==> src/rtl/fade_pkg.sv <==
package fade_pkg;

    localparam int LVL_W_DEF      = 5;
    localparam int BASE_TICKS_DEF = 8;

    typedef enum logic [1:0] {
        FADE_OFF  = 2'b00,
        FADE_FAST = 2'b01,
        FADE_MID  = 2'b10,
        FADE_SLOW = 2'b11
    } fade_rate_e;

    // Number of timebase ticks between two level steps for a rate.
    function automatic int unsigned step_interval(input fade_rate_e r,
                                                  input int unsigned base);
        case (r)
            FADE_FAST: return base;
            FADE_MID:  return base * 2;
            FADE_SLOW: return base * 4;
            default:   return base;
        endcase
    endfunction

endpackage

==> src/rtl/fade_cfg_regs.sv <==
module fade_cfg_regs
    import fade_pkg::*;
#(
    parameter int LVL_W = LVL_W_DEF
) (
    input  logic             clk,
    input  logic             rst,
    input  logic             tgt_wr,
    input  logic [LVL_W-1:0] tgt_val,
    input  logic             rate_wr,
    input  fade_rate_e       rate_val,
    output logic [LVL_W-1:0] tgt_q,
    output fade_rate_e       rate_q,
    output logic [LVL_W-1:0] tgt_nxt,
    output fade_rate_e       rate_nxt,
    output logic             any_wr
);

    always_comb begin
        tgt_nxt  = tgt_wr  ? tgt_val  : tgt_q;
        rate_nxt = rate_wr ? rate_val : rate_q;
        any_wr   = tgt_wr | rate_wr;
    end

    always_ff @(posedge clk) begin
        if (rst) begin
            tgt_q  <= '0;
            rate_q <= FADE_OFF;
        end else begin
            tgt_q  <= tgt_nxt;
            rate_q <= rate_nxt;
        end
    end

endmodule

==> src/rtl/fade_step_timer.sv <==
module fade_step_timer
    import fade_pkg::*;
#(
    parameter int BASE_TICKS = BASE_TICKS_DEF
) (
    input  logic       clk,
    input  logic       rst,
    input  logic       clear,
    input  logic       tick,
    input  fade_rate_e rate,
    output logic       step_due
);

    localparam int CNT_W = $clog2(BASE_TICKS * 4);

    logic [CNT_W-1:0] cnt;
    logic [CNT_W-1:0] limit_m1;

    always_comb begin
        limit_m1 = CNT_W'(step_interval(rate, BASE_TICKS) - 1);
        step_due = !clear && tick && (cnt == limit_m1);
    end

    always_ff @(posedge clk) begin
        if (rst || clear) begin
            cnt <= '0;
        end else if (tick) begin
            cnt <= step_due ? '0 : cnt + 1'b1;
        end
    end

    AST_STEP_RESTARTS_COUNT: assert property (@(posedge clk) disable iff (rst)
        step_due |=> (cnt == '0));

    AST_COUNT_WITHIN_INTERVAL: assert property (@(posedge clk) disable iff (rst)
        !clear |-> (cnt <= limit_m1));

endmodule

==> src/rtl/fade_level_track.sv <==
module fade_level_track
    import fade_pkg::*;
#(
    parameter int LVL_W = LVL_W_DEF
) (
    input  logic             clk,
    input  logic             rst,
    input  logic             fade_on,
    input  logic             step_due,
    input  logic [LVL_W-1:0] tgt_q,
    input  logic [LVL_W-1:0] tgt_nxt,
    output logic [LVL_W-1:0] level_q
);

    logic             go_up;
    logic [LVL_W-1:0] stepped;

    always_comb begin
        go_up   = level_q < tgt_q;
        stepped = go_up ? level_q + 1'b1 : level_q - 1'b1;
    end

    always_ff @(posedge clk) begin
        if (rst) begin
            level_q <= '0;
        end else if (!fade_on) begin
            level_q <= tgt_nxt;
        end else if (step_due && (level_q != tgt_q)) begin
            level_q <= stepped;
        end
    end

    AST_SINGLE_COUNT_STEP: assert property (@(posedge clk) disable iff (rst)
        (fade_on && step_due && (level_q != tgt_q)) |=>
            ((level_q == LVL_W'($past(level_q) + 1'b1)) ||
             (level_q == LVL_W'($past(level_q) - 1'b1))));

endmodule

==> src/rtl/led_fade_ctrl.sv <==
module led_fade_ctrl
    import fade_pkg::*;
#(
    parameter int LVL_W      = LVL_W_DEF,
    parameter int BASE_TICKS = BASE_TICKS_DEF
) (
    input  logic             clk,
    input  logic             rst,
    input  logic             tgt_wr,
    input  logic [LVL_W-1:0] tgt_val,
    input  logic             rate_wr,
    input  logic [1:0]       rate_val,
    input  logic             any_led_on,
    input  logic             tick_1ms,
    output logic [LVL_W-1:0] level,
    output logic             busy
);

    logic [LVL_W-1:0] tgt_q;
    logic [LVL_W-1:0] tgt_nxt;
    fade_rate_e       rate_q;
    fade_rate_e       rate_nxt;
    logic             any_wr;
    logic             fade_on;
    logic             tmr_clear;
    logic             step_due;

    fade_cfg_regs #(.LVL_W(LVL_W)) u_cfg (
        .clk      (clk),
        .rst      (rst),
        .tgt_wr   (tgt_wr),
        .tgt_val  (tgt_val),
        .rate_wr  (rate_wr),
        .rate_val (fade_rate_e'(rate_val)),
        .tgt_q    (tgt_q),
        .rate_q   (rate_q),
        .tgt_nxt  (tgt_nxt),
        .rate_nxt (rate_nxt),
        .any_wr   (any_wr)
    );

    always_comb begin
        fade_on   = (rate_nxt != FADE_OFF) && any_led_on;
        tmr_clear = !fade_on || any_wr || (level == tgt_q);
        busy      = (rate_q != FADE_OFF) && any_led_on && (level != tgt_q);
    end

    fade_step_timer #(.BASE_TICKS(BASE_TICKS)) u_tmr (
        .clk      (clk),
        .rst      (rst),
        .clear    (tmr_clear),
        .tick     (tick_1ms),
        .rate     (rate_q),
        .step_due (step_due)
    );

    fade_level_track #(.LVL_W(LVL_W)) u_lvl (
        .clk      (clk),
        .rst      (rst),
        .fade_on  (fade_on),
        .step_due (step_due),
        .tgt_q    (tgt_q),
        .tgt_nxt  (tgt_nxt),
        .level_q  (level)
    );

    AST_RESET_CLEARS: assert property (@(posedge clk)
        rst |=> ((level == '0) && !busy));

    AST_OFF_APPLIES_AT_ONCE: assert property (@(posedge clk) disable iff (rst)
        (tgt_wr && !rate_wr && (rate_q == FADE_OFF)) |=> (level == $past(tgt_val)));

    AST_CANCEL_LANDS_ON_TARGET: assert property (@(posedge clk) disable iff (rst)
        (rate_wr && (rate_val == 2'b00) && !tgt_wr) |=> (level == $past(tgt_q)));

    AST_DISABLED_FOLLOWS: assert property (@(posedge clk) disable iff (rst)
        (!any_led_on && !tgt_wr) |=> (level == $past(tgt_q)));

    AST_NO_OVERSHOOT: assert property (@(posedge clk) disable iff (rst)
        (!any_wr && (level < tgt_q)) |=> (level <= $past(tgt_q)));

    AST_PAIR_OFF_JUMPS: assert property (@(posedge clk) disable iff (rst)
        (tgt_wr && rate_wr && (rate_val == 2'b00)) |=> (level == $past(tgt_val)));

endmodule

==> config.mk <==
export PLATFORM = sky130hd
export DESIGN_NAME = led_fade_ctrl
export DESIGN_NICKNAME = d
export VERILOG_FILES = /design/src/rtl/fade_pkg.sv /design/src/rtl/fade_cfg_regs.sv /design/src/rtl/fade_step_timer.sv /design/src/rtl/fade_level_track.sv /design/src/rtl/led_fade_ctrl.sv
export SDC_FILE = /design/constraint.sdc
export NUM_CORES = 1
export LEC_CHECK = 0
export ABC_AREA = 1
export BUFFER_PORTS_ARGS = -buffer_cell sky130_fd_sc_hd__buf_2
export CAP_MARGIN = 20
export CORE_MARGIN = 2
export CORE_UTILIZATION = 35
export CTS_CLUSTER_DIAMETER = 120
export DETAILED_ROUTE_END_ITERATION = 12
export GPL_TIMING_DRIVEN = 1
export PLACE_DENSITY = 0.52
export SETUP_SLACK_MARGIN = 0.1
export SYNTH_ARGS = -nofsm -noshare
export SYNTH_HDL_FRONTEND = slang
export SYNTH_SLANG_ARGS = --single-unit
export TNS_END_PERCENT = 30
==> constraint.sdc <==
create_clock -name clk -period 2.1 [get_ports clk]
set_input_delay 0.42 -clock clk [delete_from_list [all_inputs] [get_ports clk]]
set_output_delay 0.42 -clock clk [all_outputs]
set_load 0.01 [all_outputs]
# Word level (Yosys, flattened, before mapping)

Index checks and enable logic that the tools add are counted.

Bits of input ports: 13
Output and inout bits: 6
Flip-flop bits (word level): 17

Bitwise logic cells: 1
Add/sub/neg operators: 4
Eq/ne operators: 6
Reductions and logical operators: 13
Muxes and demuxes: 7
Magnitude comparators: 1

Operator list:

| kind                                             | count |
|---|---|
| 2-to-1 mux 5 bit                                 | 5 |
| adder 5 x 1 -> 5 bit, second input constant      | 2 |
| equality test 5 bit                              | 2 |
| one-hot mux 5 bit (2 select lines)               | 1 |
| subtractor 5 x 1 -> 5 bit, second input constant | 2 |
| logical AND 1 bit                                | 6 |
| < comparator 5 bit                               | 1 |
| inequality test 5 bit                            | 1 |
| equality test 2 bit, second input constant       | 2 |
| nonzero test 2 bit                               | 2 |
| logical OR 1 bit                                 | 3 |
| logical NOT 1 bit                                | 2 |
| 2-to-1 mux 2 bit                                 | 1 |
| inequality test 2 bit, second input constant     | 1 |
| OR 1 bit                                         | 1 |

# Longest topological paths before layout

Gate-level depths: netlist of run 1.

Word-level depth: 12
Gate-level depth with buffers: 18
Gate-level depth less buffers: 18

# By module

From an unflattened synthesis of run 1, not the netlist that was laid out.

Cell total of the unflattened synthesis: 206
Area total of the unflattened synthesis: 1260.0 um^2

By module, submodules not included:

| module           | area each (um^2) | sequential area each (um^2) | times used | cells each |
|---|---|---|---|---|
| fade_level_track | 520.5            | 100.1                       | 1          | 82 |
| fade_cfg_regs    | 337.8            | 140.1                       | 1          | 59 |
| fade_step_timer  | 287.8            | 100.1                       | 1          | 41 |
| led_fade_ctrl    | 113.9            | 0.0                         | 1          | 24 |

# Worst setup path before layout of run 1

OpenSTA, ideal clock, no wires.

Path type: reg2reg
From: register u_lvl.level_q[4]
To: register u_lvl.level_q[4]
Stages on the path, launching flop included: 17
Setup time: 109 ps
Arrival time: 1992 ps
Slack: -1 ps
Buffers on the path: 0
Data required time: 1991 ps
Path through: dfxtp_1 ha_1 nand2_1 nor2_2 nand2_1 inv_1 nor2_1 fa_1 nand3b_1 nand3_1 nand2_1 nand2_1 nand2_1 nand2_1 nand3_1 nand2_1 inv_1

Cells in the longest elaborated chain, start to end: 7

Ends and longest elaborated chain:

| what                                                                              | line                   | source |
|---|---|---|
| from (decl)                                                                       | fade_level_track.sv:12 | `output logic [LVL_W-1:0] level_q` |
| from (signal assigned)                                                            | fade_level_track.sv:27 | `level_q <= tgt_nxt;` |
| from (signal assigned)                                                            | fade_level_track.sv:29 | `level_q <= stepped;` |
| parallel branches: the longest is 7 deep, another holds subtractor 5 x 1 -> 5 bit | --                     |  |

Several ways; the timed one is not identified. The select of a mux whose other input is x is not followed.
A chain may end at the register's enable or synchronous reset.

# Worst setup path after layout of run 1

From: register u_cfg.tgt_q[4]
To: register u_lvl.level_q[4]

Cells in the longest elaborated chain, start to end: 7

Ends and longest elaborated chain:

| what                                                                       | line                | source |
|---|---|---|
| from (decl)                                                                | fade_cfg_regs.sv:12 | `output logic [LVL_W-1:0] tgt_q,` |
| from (signal assigned)                                                     | fade_cfg_regs.sv:30 | `tgt_q <= tgt_nxt;` |
| parallel branches: the longest is 7 deep, another holds < comparator 5 bit | --                  |  |

Several ways; the timed one is not identified. The select of a mux whose other input is x is not followed.

==> flow_summary.yaml, run 1 <==
routing:
  drc_errors: 0
  drt_iter0_markers: 27
  drt-pass1-iter-count: 4
  wl_per_cell_um: 10.7
  ant_nets: 0
  routed_wl_mm: 2.56
  viasPerCell: 4.47
  num_vias: 1068
critical_path:
  endpoint: "u_lvl.level_q[4]"
  arrival_ps: 2350
  reg2reg_to: "u_lvl.level_q[4]"
  critical_path.max_fanout: 2
  startpoint: "u_cfg.tgt_q[4]"
  r2r_setup_slack_ps: -60
  r2r_start: "u_cfg.tgt_q[4]"
  reg2regPathDepth: 17
  worstSetupPathType: "reg -> reg"
  cp-start-kind: "register"
  required_ps: 2300
  endpoint_kind: "register"
sta:
  hold_violations: 0
  relSlewSlack_pct: 82.0
  fin_setup_tns_ps: -56.4
  max_clock_freq_mhz: 464
  timing.hold.ws_ps: 391
  drv_slew: 0
  fin_crit_ps: 2160
  tightestPinTransition_ps: 268
  min_period_over_period_pct: 103
  skew_ps: 10.5
  rsz0062_at_grt: "yes"
  worst_slack_ps: -56.4
  setup_violations: 1
logic_synthesis:
  async_flop_share_pct: 0
  synth-xor-area-share_pct: 3.16
  ys_seq_area_share_pct: 30.7
  yosysWarnings: 0
  yosysTopAreaCell: "dfxtp_1"
  synth.avg_cell_area_um2: 6.93
  synth-compound-area-share_pct: 9.03
  synthTopCellsByArea: "dfxtp_1 (31%), nand2_1 (13%), ha_1 (10%), inv_1 (7.1%), nand3_1 (5.4%)"
  yosysUniqueCellTypes: 28
  synthTopCellsByCount: "nand2_1 (39), inv_1 (21), dfxtp_1 (17)"
  ys_ff_latch: 17
  synth_top_area_share_pct: 30.7
  synth-simple-area-share_pct: 34.7
  synth_flop_cell: "dfxtp_1"
  synth_edf_count: 0
  syn_nets: 183
  netlist_instances: 160
  synth.area.mux_share_pct: 0.903
  yosysMostFrequentCell: "nand2_1"
  synth_top_family_by_area: "simple AND/OR/NAND/NOR gates"
  syn_area_um2: 1110
  synth_adder_area_share_pct: 12.0
cells_and_area:
  nets: 219
  antenna_cells: 0
  fill_cells: 315
  postLayoutCoreUtil_pct: 50.8
  postLayoutCellArea_um2: 1540
  drive_above_1_share_pct: 45.1
  final_cells: 239
  areaGrowthSynthToFinish_pct: 38.7
power_and_ir_drop:
  finalPower_mw: 1.01
  leakagePower_nw: 0.765
  power_density_nw_per_um2: 657
  ir_drop_v: 0.000238
floorplanning:
  dieHeight_um: 60.3
  start_util_pct: 36.6
  core_um2: 3030
  die_w_um: 60.3
  row_count: 20
  die_area_um2: 3630
  io_pins: 19
grt:
  grt_pass1_vias: 992
  gr-usage-all-layers_pct: 16.0
  antenna_found_initial: 0
  grt_pass1_wl_mm: 4.31
  grt_max_degree: 13
  grt_overflow: 0
placement:
  dp_worst_setup_slack_ps: -131
  place.gp.congestion: 0.863
  place_inst: 232
  hpwl_mm: 1.96
  placed_cell_area_um2: 1340
  numPortBuffers: 18
cts:
  clk_latency_ps: 300
  h-tree-depth: 1
  holdBufCountCts: 0
  cts_buffer_depth: 2
  cts_root_buf: "clkbuf_4"
  clk_pin_slew_ps: 120
  cts_inserted_buffers: 3
  cts_tree: "yes"
  cts_sinks: 17
run_status:
  violations: "negative setup slack"
  status: "finished, violations left"
hold_path:
  hold_class: "in -> reg"
job:
  maxCapViolCount: 0
==> what timing repair did <==
| item | CTS | global route |
|---|---|---|
| cloned | 0 | 0 |
| setup endpoints to repair | 4 | 5 |
| buffers inserted | 0 | 3 |
| pin swaps | 10 | 14 |
| gates resized for setup | 18 | 14 |
==> sequential cells by signal, summed over array words and instances, names as in the netlist <==
name	cells
u_cfg.rate_q	2
u_cfg.tgt_q	5
u_lvl.level_q	5
u_tmr.cnt	5
==> placed cells by master, fill, tap and decap left out, types with 8 or more instances in the layout <==
| master | instances |
|---|---|
| nand2_2 | 9 |
| a21oi_1 | 8 |
| buf_2 | 18 |
| inv_2 | 9 |
| dfxtp_1 | 10 |
| nor2_1 | 15 |
| nand3_1 | 9 |
| buf_4 | 14 |
| nand2_1 | 32 |
| inv_1 | 16 |
==> worst max-delay path: stages (launching register included) <==
cell and delay [ps]:
dfxtp_2 360, inv_4 40, ha_4 280, nand2_4 70
nor2_4 100, nand2_2 90, inv_2 60, nor2_2 40
fa_2 350, nand3b_1 200, nand2_1 100, nand2_2 70
nand3_2 60, nand2_2 50, nand2_1 50, nand3_1 60
nand2_1 50, inv_1 30
==> worst min-delay path by stage <==
stage / end / start / depth (start not counted)
3_5_place_dp: u_tmr.cnt[1] / u_tmr.cnt[1] / 2
2_1_floorplan: u_tmr.cnt[1] / u_tmr.cnt[1] / 2
6_report: u_cfg.tgt_q[0] / tgt_val[0] / 3
5_1_grt: u_cfg.tgt_q[0] / tgt_val[0] / 3
3_3_place_gp: u_tmr.cnt[1] / u_tmr.cnt[1] / 2
4_1_cts: u_cfg.tgt_q[0] / tgt_val[0] / 3
==> report_power, final <==
group,internal [mW],total [mW],switching (mW)
clock network,0.0708,0.185,0.114
logic,0.229,0.466,0.237
registers,0.344,0.360,0.0152
total,0.644,1.01,0.366
==> kinds of logic (layout without fill, tap and decap cells) <==
family / after synthesis / after routing
xor+xnor: 4 / 4
flops: 17 / 17
compound gates: 18 / 18
fa+ha+maj: 10 / 10
mux: 1 / 1
simple gates: 82 / 82
buf+inv: 28 / 63
==> cell type report <==
class                      count  area, um^2  share of cell area, %
clock inverter                 1        5.00                  0.325
sequential                    17         349                   22.7
timing repair buffer          32         195                   12.7
inverter                      27         105                   6.83
multi-input combinational    115         806                   52.4
clock buffer                   3        22.5                   1.46
tap                           44        55.1                   3.58
==> layer usage <==
metal | GRT usage, % | part of all wire (%) | up-vias
li1 | - | - | 573
met1 | 19.2 | 46 | 480
met2 | 27.5 | 50 | 13
met3 | 2.16 | 2.9 | 2
met4 | 8.25 | 0.70 | 0
met5 | 0 | 0 | -
Note: power is estimated with default switching activity, not from simulation.
==> inputs of run 2 (changes only) <==
--- a/config.mk
+++ b/config.mk
@@ -8,7 +8,7 @@
 export ABC_AREA = 1
 export BUFFER_PORTS_ARGS = -buffer_cell sky130_fd_sc_hd__buf_2
 export CAP_MARGIN = 20
-export CORE_MARGIN = 2
+export CORE_MARGIN = 5
 export CORE_UTILIZATION = 35
 export CTS_CLUSTER_DIAMETER = 120
 export DETAILED_ROUTE_END_ITERATION = 12
==> run 2 against run 1 <==
Net effect:
- the run still ends with negative setup slack left
- power shrank 3.5%
- first-iteration DRC count rose by 19%
- global-route usage down 3.2 points
- core utilization is 1.6 points lower
- clock power down 5%
- non-clock buffer count decreased by 2
- largest power group unchanged
==> flow_summary.yaml, run 2 (synthesis gave the netlist of run 1 again) <==
job:
  maxCapViolCount: 0
cts:
  cts_root_buf: "clkbuf_4"
  cts_inserted_buffers: 3
  clk_latency_ps: 280
  cts_tree: "yes"
  cts_buffer_depth: 2
  clk_pin_slew_ps: 100
  h-tree-depth: 1
  cts_sinks: 17
run_status:
  status: "finished, violations left"
  violations: "negative setup slack"
power_and_ir_drop:
  combPwrFrac_pct: 45.2
  p_switching_mw: 0.344
  switching_share_pct: 35.3
  pwr-share-seq_pct: 36.9
  p_clk_share_pct: 17.9
  internal_power_mw: 0.631
  leakagePower_nw: 0.746
  power_density_nw_per_um2: 648
  ir_drop_v: 0.000281
cells_and_area:
  nets: 217
  drive_above_1_share_pct: 39.9
  areaGrowthSynthToFinish_pct: 35.6
  fill_cells: 327
  final_common_cell: "nand2_1"
  final_cell_mix: "nand2_1 (35), inv_1 (18), buf_2 (18)"
  multiInputGateArea_um2: 787
  postLayoutCellArea_um2: 1500
  final_cells: 237
  seqCellArea_um2: 348
  antenna_cells: 0
  reg.largest.list: "u_cfg.tgt_q (5), u_lvl.level_q (5), u_tmr.cnt (5)"
  postLayoutCoreUtil_pct: 49.2
critical_path:
  crit_chain: "inv_1 -> ha_4 -> nand2_4 -> nor2_4 -> nand2_2 -> inv_2 -> nor2_2 -> fa_2 -> nand3b_1 -> nand2_1 -> nand2_2 -> nand3_2 -> nand2_1 -> nand2_1 -> nand3_1 -> nand2_1 -> inv_1"
  worstSetupPathType: "reg -> reg"
  required_ps: 2290
  arrival_ps: 2370
  cpPeakStageDelay_ps: 390
  cp-start-kind: "register"
  endpoint_kind: "register"
  critical_path.max_fanout: 2
  crit_top_cell: "nand2_1"
  slowest_stage: "fa_2"
routing:
  num_vias: 1064
  drc_errors: 0
  wl_per_cell_um: 11.2
  routed_wl_mm: 2.66
  drt_iter0_markers: 32
  viasPerCell: 4.49
  ant_nets: 0
  drt-pass1-iter-count: 4
grt:
  grt_max_degree: 13
  grt_pass1_wl_mm: 4.33
  grt_pass1_vias: 1046
  gr-usage-all-layers_pct: 12.8
  antenna_found_initial: 0
  grt_overflow: 0
floorplanning:
  start_util_pct: 36.3
  row_count: 20
  io_pins: 19
  die_w_um: 66.3
  dieHeight_um: 66.3
  die_area_um2: 4390
  core_um2: 3050
placement:
  numPortBuffers: 18
  dp_worst_setup_slack_ps: -85.5
  place_inst: 232
  placed_cell_area_um2: 1340
  hpwl_mm: 2.02
  place.gp.congestion: 0.799
sta:
  hold_violations: 0
  setup_violations: 1
  drv_slew: 0
  skew_ps: 2.36
  fin_crit_ps: 2180
  max_clock_freq_mhz: 458
  worst_slack_ps: -82.9
  min_period_over_period_pct: 104
  relSlewSlack_pct: 76.8
  tightestPinTransition_ps: 345
  rsz0062_at_grt: "yes"
  fin_setup_tns_ps: -82.9
hold_path:
  hold_class: "in -> reg"
==> run 2: timing repair <==
action,4_1_cts,5_1_grt
gates resized for setup,5,19
hold buffers,0,0
buffers inserted,0,1
gates cloned,0,0
setup endpoints to repair,4,5
pin swaps,2,11
==> run 2: routing by layer <==
metal,GRT usage (%),part of all wire [%]
met5,0,0
met4,3.81,0.71
met3,2.72,3.0
met1,16.0,49
met2,21.8,47
==> run 2: area by class of cell <==
class | instances | share of cell area [%]
repair buffers | 30 | 12.2
clock buffers | 4 | 1.75
multi-input cells | 115 | 52.4
inverters | 27 | 6.83
well taps | 44 | 3.66
flip-flops and latches | 17 | 23.1
==> run 2: worst max-delay path: cells and delay by family (launching register included) <==
family	cells	cell delay (ps)
simple gates	12	920
fa+ha+maj	2	670
flops	1	340
buf+inv	3	140
==> run 2: path summary, 6_finish.rpt <==
path             startpoint               end  slack (ps)  cells past startpoint
max          u_cfg.tgt_q[3]  u_lvl.level_q[4]         -80                     17
min              tgt_val[0]    u_cfg.tgt_q[0]         430                      3
max reg2reg  u_cfg.tgt_q[3]  u_lvl.level_q[4]         -80                     17
min reg2reg    u_tmr.cnt[1]      u_tmr.cnt[1]         510                      2
==> run 2: power groups by stage <==
stage                     combinational (mW)  sequential, mW  clock (mW)
after global placement                 0.338           0.361           0
final                                  0.441           0.359       0.175
after CTS                              0.378           0.355       0.185
after floorplan                        0.207           0.368           0
after global routing                   0.496           0.362       0.194
after detailed placement               0.343           0.362           0
==> run 2: through the flow <==
| step | power (mW) | hold WS (ps) |
|---|---|---|
| floorplan | 0.575 | 458 |
| global placement | 0.699 | 475 |
| detailed placement | 0.704 | 483 |
| CTS | 0.918 | 420 |
| global route | 1.05 | 435 |
| finish | 0.974 | 426 |
